[config.mk]
export PLATFORM = sky130hd
export DESIGN_NAME = train_sched
export DESIGN_NICKNAME = d
export VERILOG_FILES = /design/src/rtl/tsch_pkg.sv /design/src/rtl/tsch_interval.sv /design/src/rtl/tsch_firstburst.sv /design/src/rtl/tsch_episode.sv /design/src/rtl/train_sched.sv
export SDC_FILE = /design/constraint.sdc
export NUM_CORES = 1
export LEC_CHECK = 0
export BUFFER_PORTS_ARGS = -buffer_cell sky130_fd_sc_hd__buf_2
export CORE_ASPECT_RATIO = 1.25
export CORE_MARGIN = 5
export CORE_UTILIZATION = 26
export CTS_CLUSTER_DIAMETER = 100
export DETAILED_ROUTE_END_ITERATION = 8
export HOLD_SLACK_MARGIN = 0.1
export PLACE_DENSITY_LB_ADDON = 0.25
export SETUP_SLACK_MARGIN = 0.2
export SYNTH_ARGS = -nofsm -noshare
export SYNTH_HDL_FRONTEND = slang
export SYNTH_SLANG_ARGS = --single-unit
[constraint.sdc]
create_clock -name clk -period 8.7 [get_ports clk]
set_input_delay 0.87 -clock clk [delete_from_list [all_inputs] [get_ports clk]]
set_output_delay 0.87 -clock clk [all_outputs]
set_load 0.005 [all_outputs]
[src/rtl/tsch_pkg.sv]
package tsch_pkg;
  typedef enum logic [1:0] {
    ST_IDLE  = 2'd0,
    ST_DATA  = 2'd1,
    ST_TRAIN = 2'd2
  } tsch_state_e;
endpackage

[src/rtl/tsch_interval.sv]
// Counts data-phase cycles; flags when the configured interval is used up.
module tsch_interval #(
  parameter int IVL_W = 16
) (
  input  logic             clk,
  input  logic             rst_n,
  input  logic             run,
  input  logic             per_en,
  input  logic [IVL_W-1:0] max_t,
  output logic             due
);
  logic [IVL_W-1:0] cnt_q, cnt_d;

  always_comb begin
    cnt_d = cnt_q;
    if (!run)                cnt_d = '0;
    else if (cnt_q != '1)    cnt_d = cnt_q + IVL_W'(1);
  end

  always_ff @(posedge clk or negedge rst_n) begin
    if (!rst_n) cnt_q <= '0;
    else        cnt_q <= cnt_d;
  end

  // last data cycle is the one holding count max_t-1 (saturated counts stay due)
  assign due = per_en && run &&
               (({1'b0, cnt_q} + (IVL_W+1)'(1)) >= {1'b0, max_t});
endmodule

[src/rtl/tsch_firstburst.sv]
// Tracks the opening burst of a packet and requests hold-off until it is long enough.
module tsch_firstburst #(
  parameter int MINB_W = 9
) (
  input  logic              clk,
  input  logic              rst_n,
  input  logic              active,
  input  logic              holdoff_en,
  input  logic [MINB_W-1:0] min_blocks,
  input  logic              blk_vld,
  input  logic              blk_sop,
  input  logic              blk_end,
  output logic              hold
);
  logic              open_q, open_d;
  logic [MINB_W-1:0] cnt_q, cnt_d;
  logic              sop_blk, open_now;
  logic [MINB_W-1:0] cnt_now;

  always_comb begin
    sop_blk  = blk_vld & blk_sop;
    open_now = (sop_blk | open_q) & ~(blk_vld & blk_end);
    if (sop_blk)            cnt_now = MINB_W'(1);
    else if (!open_q)       cnt_now = '0;
    else if (cnt_q == '1)   cnt_now = cnt_q;
    else                    cnt_now = cnt_q + MINB_W'(blk_vld);
    hold   = active & holdoff_en & open_now & (cnt_now < min_blocks);
    open_d = active & open_now;
    cnt_d  = active ? cnt_now : '0;
  end

  always_ff @(posedge clk or negedge rst_n) begin
    if (!rst_n) begin
      open_q <= 1'b0;
      cnt_q  <= '0;
    end else begin
      open_q <= open_d;
      cnt_q  <= cnt_d;
    end
  end
endmodule

[src/rtl/tsch_episode.sv]
// Sequences the repetitions of one training episode.
module tsch_episode #(
  parameter int ALPHA_W = 16,
  parameter int REP_CYC = 4
) (
  input  logic               clk,
  input  logic               rst_n,
  input  logic               run,
  input  logic [ALPHA_W-1:0] alpha,
  output logic [ALPHA_W-1:0] rep,
  output logic               done
);
  localparam int RC_W = (REP_CYC > 1) ? $clog2(REP_CYC) : 1;

  logic [RC_W-1:0]    cyc_q, cyc_d;
  logic [ALPHA_W-1:0] rep_q, rep_d;
  logic               last_cyc, last_rep;

  always_comb begin
    last_cyc = (cyc_q == RC_W'(REP_CYC - 1));
    last_rep = (({1'b0, rep_q} + (ALPHA_W+1)'(1)) >= {1'b0, alpha});
    done     = run & last_cyc & last_rep;
    cyc_d    = cyc_q;
    rep_d    = rep_q;
    if (!run || done) begin
      cyc_d = '0;
      rep_d = '0;
    end else if (last_cyc) begin
      cyc_d = '0;
      rep_d = rep_q + ALPHA_W'(1);
    end else begin
      cyc_d = cyc_q + RC_W'(1);
    end
  end

  always_ff @(posedge clk or negedge rst_n) begin
    if (!rst_n) begin
      cyc_q <= '0;
      rep_q <= '0;
    end else begin
      cyc_q <= cyc_d;
      rep_q <= rep_d;
    end
  end

  assign rep = rep_q;
endmodule

[src/rtl/train_sched.sv]
// Link training sequence scheduler: data/training phase control.
module train_sched
  import tsch_pkg::*;
#(
  parameter int IVL_W     = 16,
  parameter int ALPHA_W   = 16,
  parameter int MINB_W    = 9,
  parameter int REP_CYC   = 4,
  parameter int MIN_IVL   = 32,
  parameter int IVL_ALIGN = 4
) (
  input  logic               clk,
  input  logic               rst_n,
  input  logic               if_en,
  input  logic [IVL_W-1:0]   max_t,
  input  logic [ALPHA_W-1:0] alpha,
  input  logic               holdoff_en,
  input  logic [MINB_W-1:0]  min_blocks,
  input  logic               blk_vld,
  input  logic               blk_sop,
  input  logic               blk_end,
  input  logic               sync_lost,
  output logic               stall,
  output logic               train_act,
  output logic [ALPHA_W-1:0] train_rep,
  output logic               cfg_err
);
  tsch_state_e state_q, state_d;
  logic        lost_q, lost_d;
  logic        per_en, due_w, hold_w, done_w;

  assign per_en = (max_t != '0) && (alpha != '0);

  tsch_interval #(.IVL_W(IVL_W)) u_ivl (
    .clk(clk), .rst_n(rst_n), .run(state_q == ST_DATA),
    .per_en(per_en), .max_t(max_t), .due(due_w)
  );

  tsch_firstburst #(.MINB_W(MINB_W)) u_fb (
    .clk(clk), .rst_n(rst_n), .active(if_en), .holdoff_en(holdoff_en),
    .min_blocks(min_blocks), .blk_vld(blk_vld), .blk_sop(blk_sop),
    .blk_end(blk_end), .hold(hold_w)
  );

  tsch_episode #(.ALPHA_W(ALPHA_W), .REP_CYC(REP_CYC)) u_ep (
    .clk(clk), .rst_n(rst_n), .run(state_q == ST_TRAIN),
    .alpha(alpha), .rep(train_rep), .done(done_w)
  );

  always_comb begin
    lost_d  = if_en & (lost_q | sync_lost);
    state_d = state_q;
    if (!if_en) state_d = ST_IDLE;
    else begin
      case (state_q)
        ST_IDLE:  state_d = ST_DATA;
        ST_DATA:  if (lost_d || (due_w && !hold_w)) state_d = ST_TRAIN;
        ST_TRAIN: if (done_w && !lost_d)            state_d = ST_DATA;
        default:  state_d = ST_IDLE;
      endcase
    end
  end

  always_ff @(posedge clk or negedge rst_n) begin
    if (!rst_n) begin
      state_q <= ST_IDLE;
      lost_q  <= 1'b0;
    end else begin
      state_q <= state_d;
      lost_q  <= lost_d;
    end
  end

  assign stall     = (state_q != ST_DATA);
  assign train_act = (state_q == ST_TRAIN);
  assign cfg_err   = (per_en && (((max_t % IVL_W'(IVL_ALIGN)) != '0) ||
                                 (max_t < IVL_W'(MIN_IVL)))) ||
                     (holdoff_en && min_blocks[0]);
endmodule

==> results.toml <==
[run_status]
run_status = "complete, no violations"

[final_layout]
final_core_util_pct = 31.3
drive_above_1_share_pct = 16.6
n_antenna_cell = 0
nets = 587
final_cells = 669
area_growth_pct = 18.6
final_area_um2 = 4330

[synth]
post-synth-top-count-cell = "inv_1"
yosysTopAreaCell = "dfrtp_1"
yosysWarningCount = 0
synthTopCellsByCount = "58 x inv_1, 47 x dfrtp_1, 45 x ha_1"
synth_enable_flop_cells = 0
synth_cell_types = 45
synth_flop_cell = "dfrtp_1"
seq_area_frac_synth_pct = 32.2
syn_area_um2 = 3650
synth_area_leaders = "dfrtp_1 32%, ha_1 15%, inv_1 6.0%, xnor2_1 4.3%, a21oi_1 4.2%"
synth-seq-cells = 47
syn_nets = 523
synth_cells = 429
netlist.area_leader.share_pct = 32.2
avgSynthCellArea_um2 = 8.51
async_flop_share_pct = 100

[critical_path]
crit_required_ps = 8920
cp-end-kind = "flip-flop"
path_buf_inv = 0
crit_top_cell = "nor3_1"
cp_max_fo = 12
critPathLaunchType = "flip-flop"
crit_chain = "nand3_1, nor3_1, nand2_1, nor3_1, xor2_1, ha_1, o21a_1, o221ai_1, and4_1, and3_1, a22o_1"
ff2ff_setup_slack_ps = 5080
path_class = "reg2reg"
cp_top_family = "simple AND/OR/NAND/NOR gates"
slowest_stage = "dfrtp_1"
critical_path.max_stage_delay_ps = 500
critical_path_arrival_ps = 3850

[pwr]
total_power_mw = 0.506
peakVddDrop_v = 0.0000710
p_per_area_nw_per_um2 = 117
leakage_nw = 2.25

[grt]
grt_start_max_net_pins = 48
grt_first_pass_wirelength_um = 15900
grtUsageTotal_pct = 12.0
grt-ovfl-total = 0
grt_pass1_vias = 3355
antenna_found_initial = 1

[clocking]
cts.clk_slew.worst_paths_ps = 70
cts_max_level = 2
clock-root-buffer = "clkbuf_16"
cts_made_buffers = 5
post_cts_buffers = 0
insertion_delay_ps = 290
cts_tree = "yes"
cts_max_path_buffers = 2
ctsResizeCount = 0
cts.sinks = 47
cts-hold-fix-buffers = 0

[sta]
max_freq_mhz = 276
setup_tns_ps = 0
rsz0062_at_grt = "false"
skew_ps = 7.33
setup_ws_ps = 5080
setup_violations = 0
finalHoldViolCount = 0
hold_slack_ps = 441
min_period_ps = 3620
relSlewSlack_pct = 43.3
period_share_pct = 41.7
tightest_slew_ps = 847
slew_violations = 0

[placement]
gp_congestion = 0.833
io_buffers = 67
dp_cells = 661
dp_hpwl_um = 7750
place_area_um2 = 4160
dp_slack_ps = 5090

[floorplan]
coreArea_um2 = 13800
floorplan.die.width_um = 116
top_level_ports = 68
fp.dieArea_um2 = 16500
die_h_um = 142
fp-row-count = 48
initial_core_util_pct = 26.4

[hold_path]
hold_path_class = "reg2reg"

[routing]
post-route-drc-count = 0
ant_nets = 0
first_pass_iters = 4
num_vias = 3199
vias_per_cell = 4.78
post_drt_wl_per_cell_um = 14.2
drt_iter0_drc = 154
wirelength_um = 9510

[job]
drv_cap = 0
## area by class of cell
class / count / area (um^2)
fillers: 1516 / 9480
multi-input cells: 312 / 2200
flip-flops and latches: 47 / 1180
repair buffers: 68 / 343
inverters: 59 / 221
well taps: 175 / 219
clock buffers: 5 / 125
clock inverters: 3 / 43.8
## flip-flops by register name (all words and copies together) (netlist names)
signal	flops
u_fb.cnt_q	9
state_q	2
u_ivl.cnt_q	16
u_fb.open_q	1
lost_q	1
u_ep.rep	16
u_ep.cyc_q	2
## routing by layer
metal / track usage [%] / vias to the layer above / wire, um
met5: 0 / - / 13
met3: 2.38 / 13 / 320
met4: 3.12 / 2 / 139
li1: - / 1628 / -
met2: 22.6 / 48 / 5040
met1: 13.6 / 1508 / 3990
## kinds of logic after synthesis
| family | Yosys count | share of synthesized area, % |
|---|---|---|
| AND/OR/NAND/NOR | 157 | 22.9 |
| AO/OA/AOI/OAI | 73 | 13.0 |
| buffers and inverters | 70 | 7.47 |
| flip-flops | 47 | 32.2 |
| adder cells (fa/ha/maj) | 45 | 15.4 |
| XOR/XNOR | 35 | 8.40 |
| multiplexers | 2 | 0.548 |
## layout by cell type (no fill, tap or decap), drive strengths merged, types with 2 or more instances in the layout
master and count:
o21a 2, ha 45, o31ai 4, mux2i 2, xnor2 18, nor4 8
o21ai 8, xor2 17, and4 6, a22o 12, nand2b 9, a211oi 2
a31oi 3, nand3b 2, clkinv 3, dfrtp 47, nand4b 3, nor2 28
nand2 33, nand4 18, and3 5, clkbuf 5, buf 68, nor3 16
nand3 22, a21boi 3, a21oi 31, a41oi 2, inv 58, and2 3
## final timing paths
path | from | end | cells past startpoint
min in group asynchronous | rst_n | u_ivl.cnt_q[5]$_DFFE_PN0P_ | 2
worst max register to register | u_ep.rep[2]$_DFFE_PN0P_ | u_ep.rep[10]$_DFFE_PN0P_ | 11
worst min-delay path | u_ep.cyc_q[0]$_DFF_PN0_ | u_ep.cyc_q[0]$_DFF_PN0_ | 1
max in group asynchronous | rst_n | u_ep.rep[13]$_DFFE_PN0P_ | 2
worst max-delay path | u_ep.rep[2]$_DFFE_PN0P_ | u_ep.rep[10]$_DFFE_PN0P_ | 11
worst min register to register | u_ep.cyc_q[0]$_DFF_PN0_ | u_ep.cyc_q[0]$_DFF_PN0_ | 1
## report_power, final
| group | internal, mW | leakage, nW | switching, mW |
|---|---|---|---|
| clock | 0.136 | 0.0838 | 0.0847 |
| sequential | 0.222 | 0.651 | 0.00410 |
| combinational | 0.0233 | 1.51 | 0.0358 |
Power figures use the tool's default switching activity.
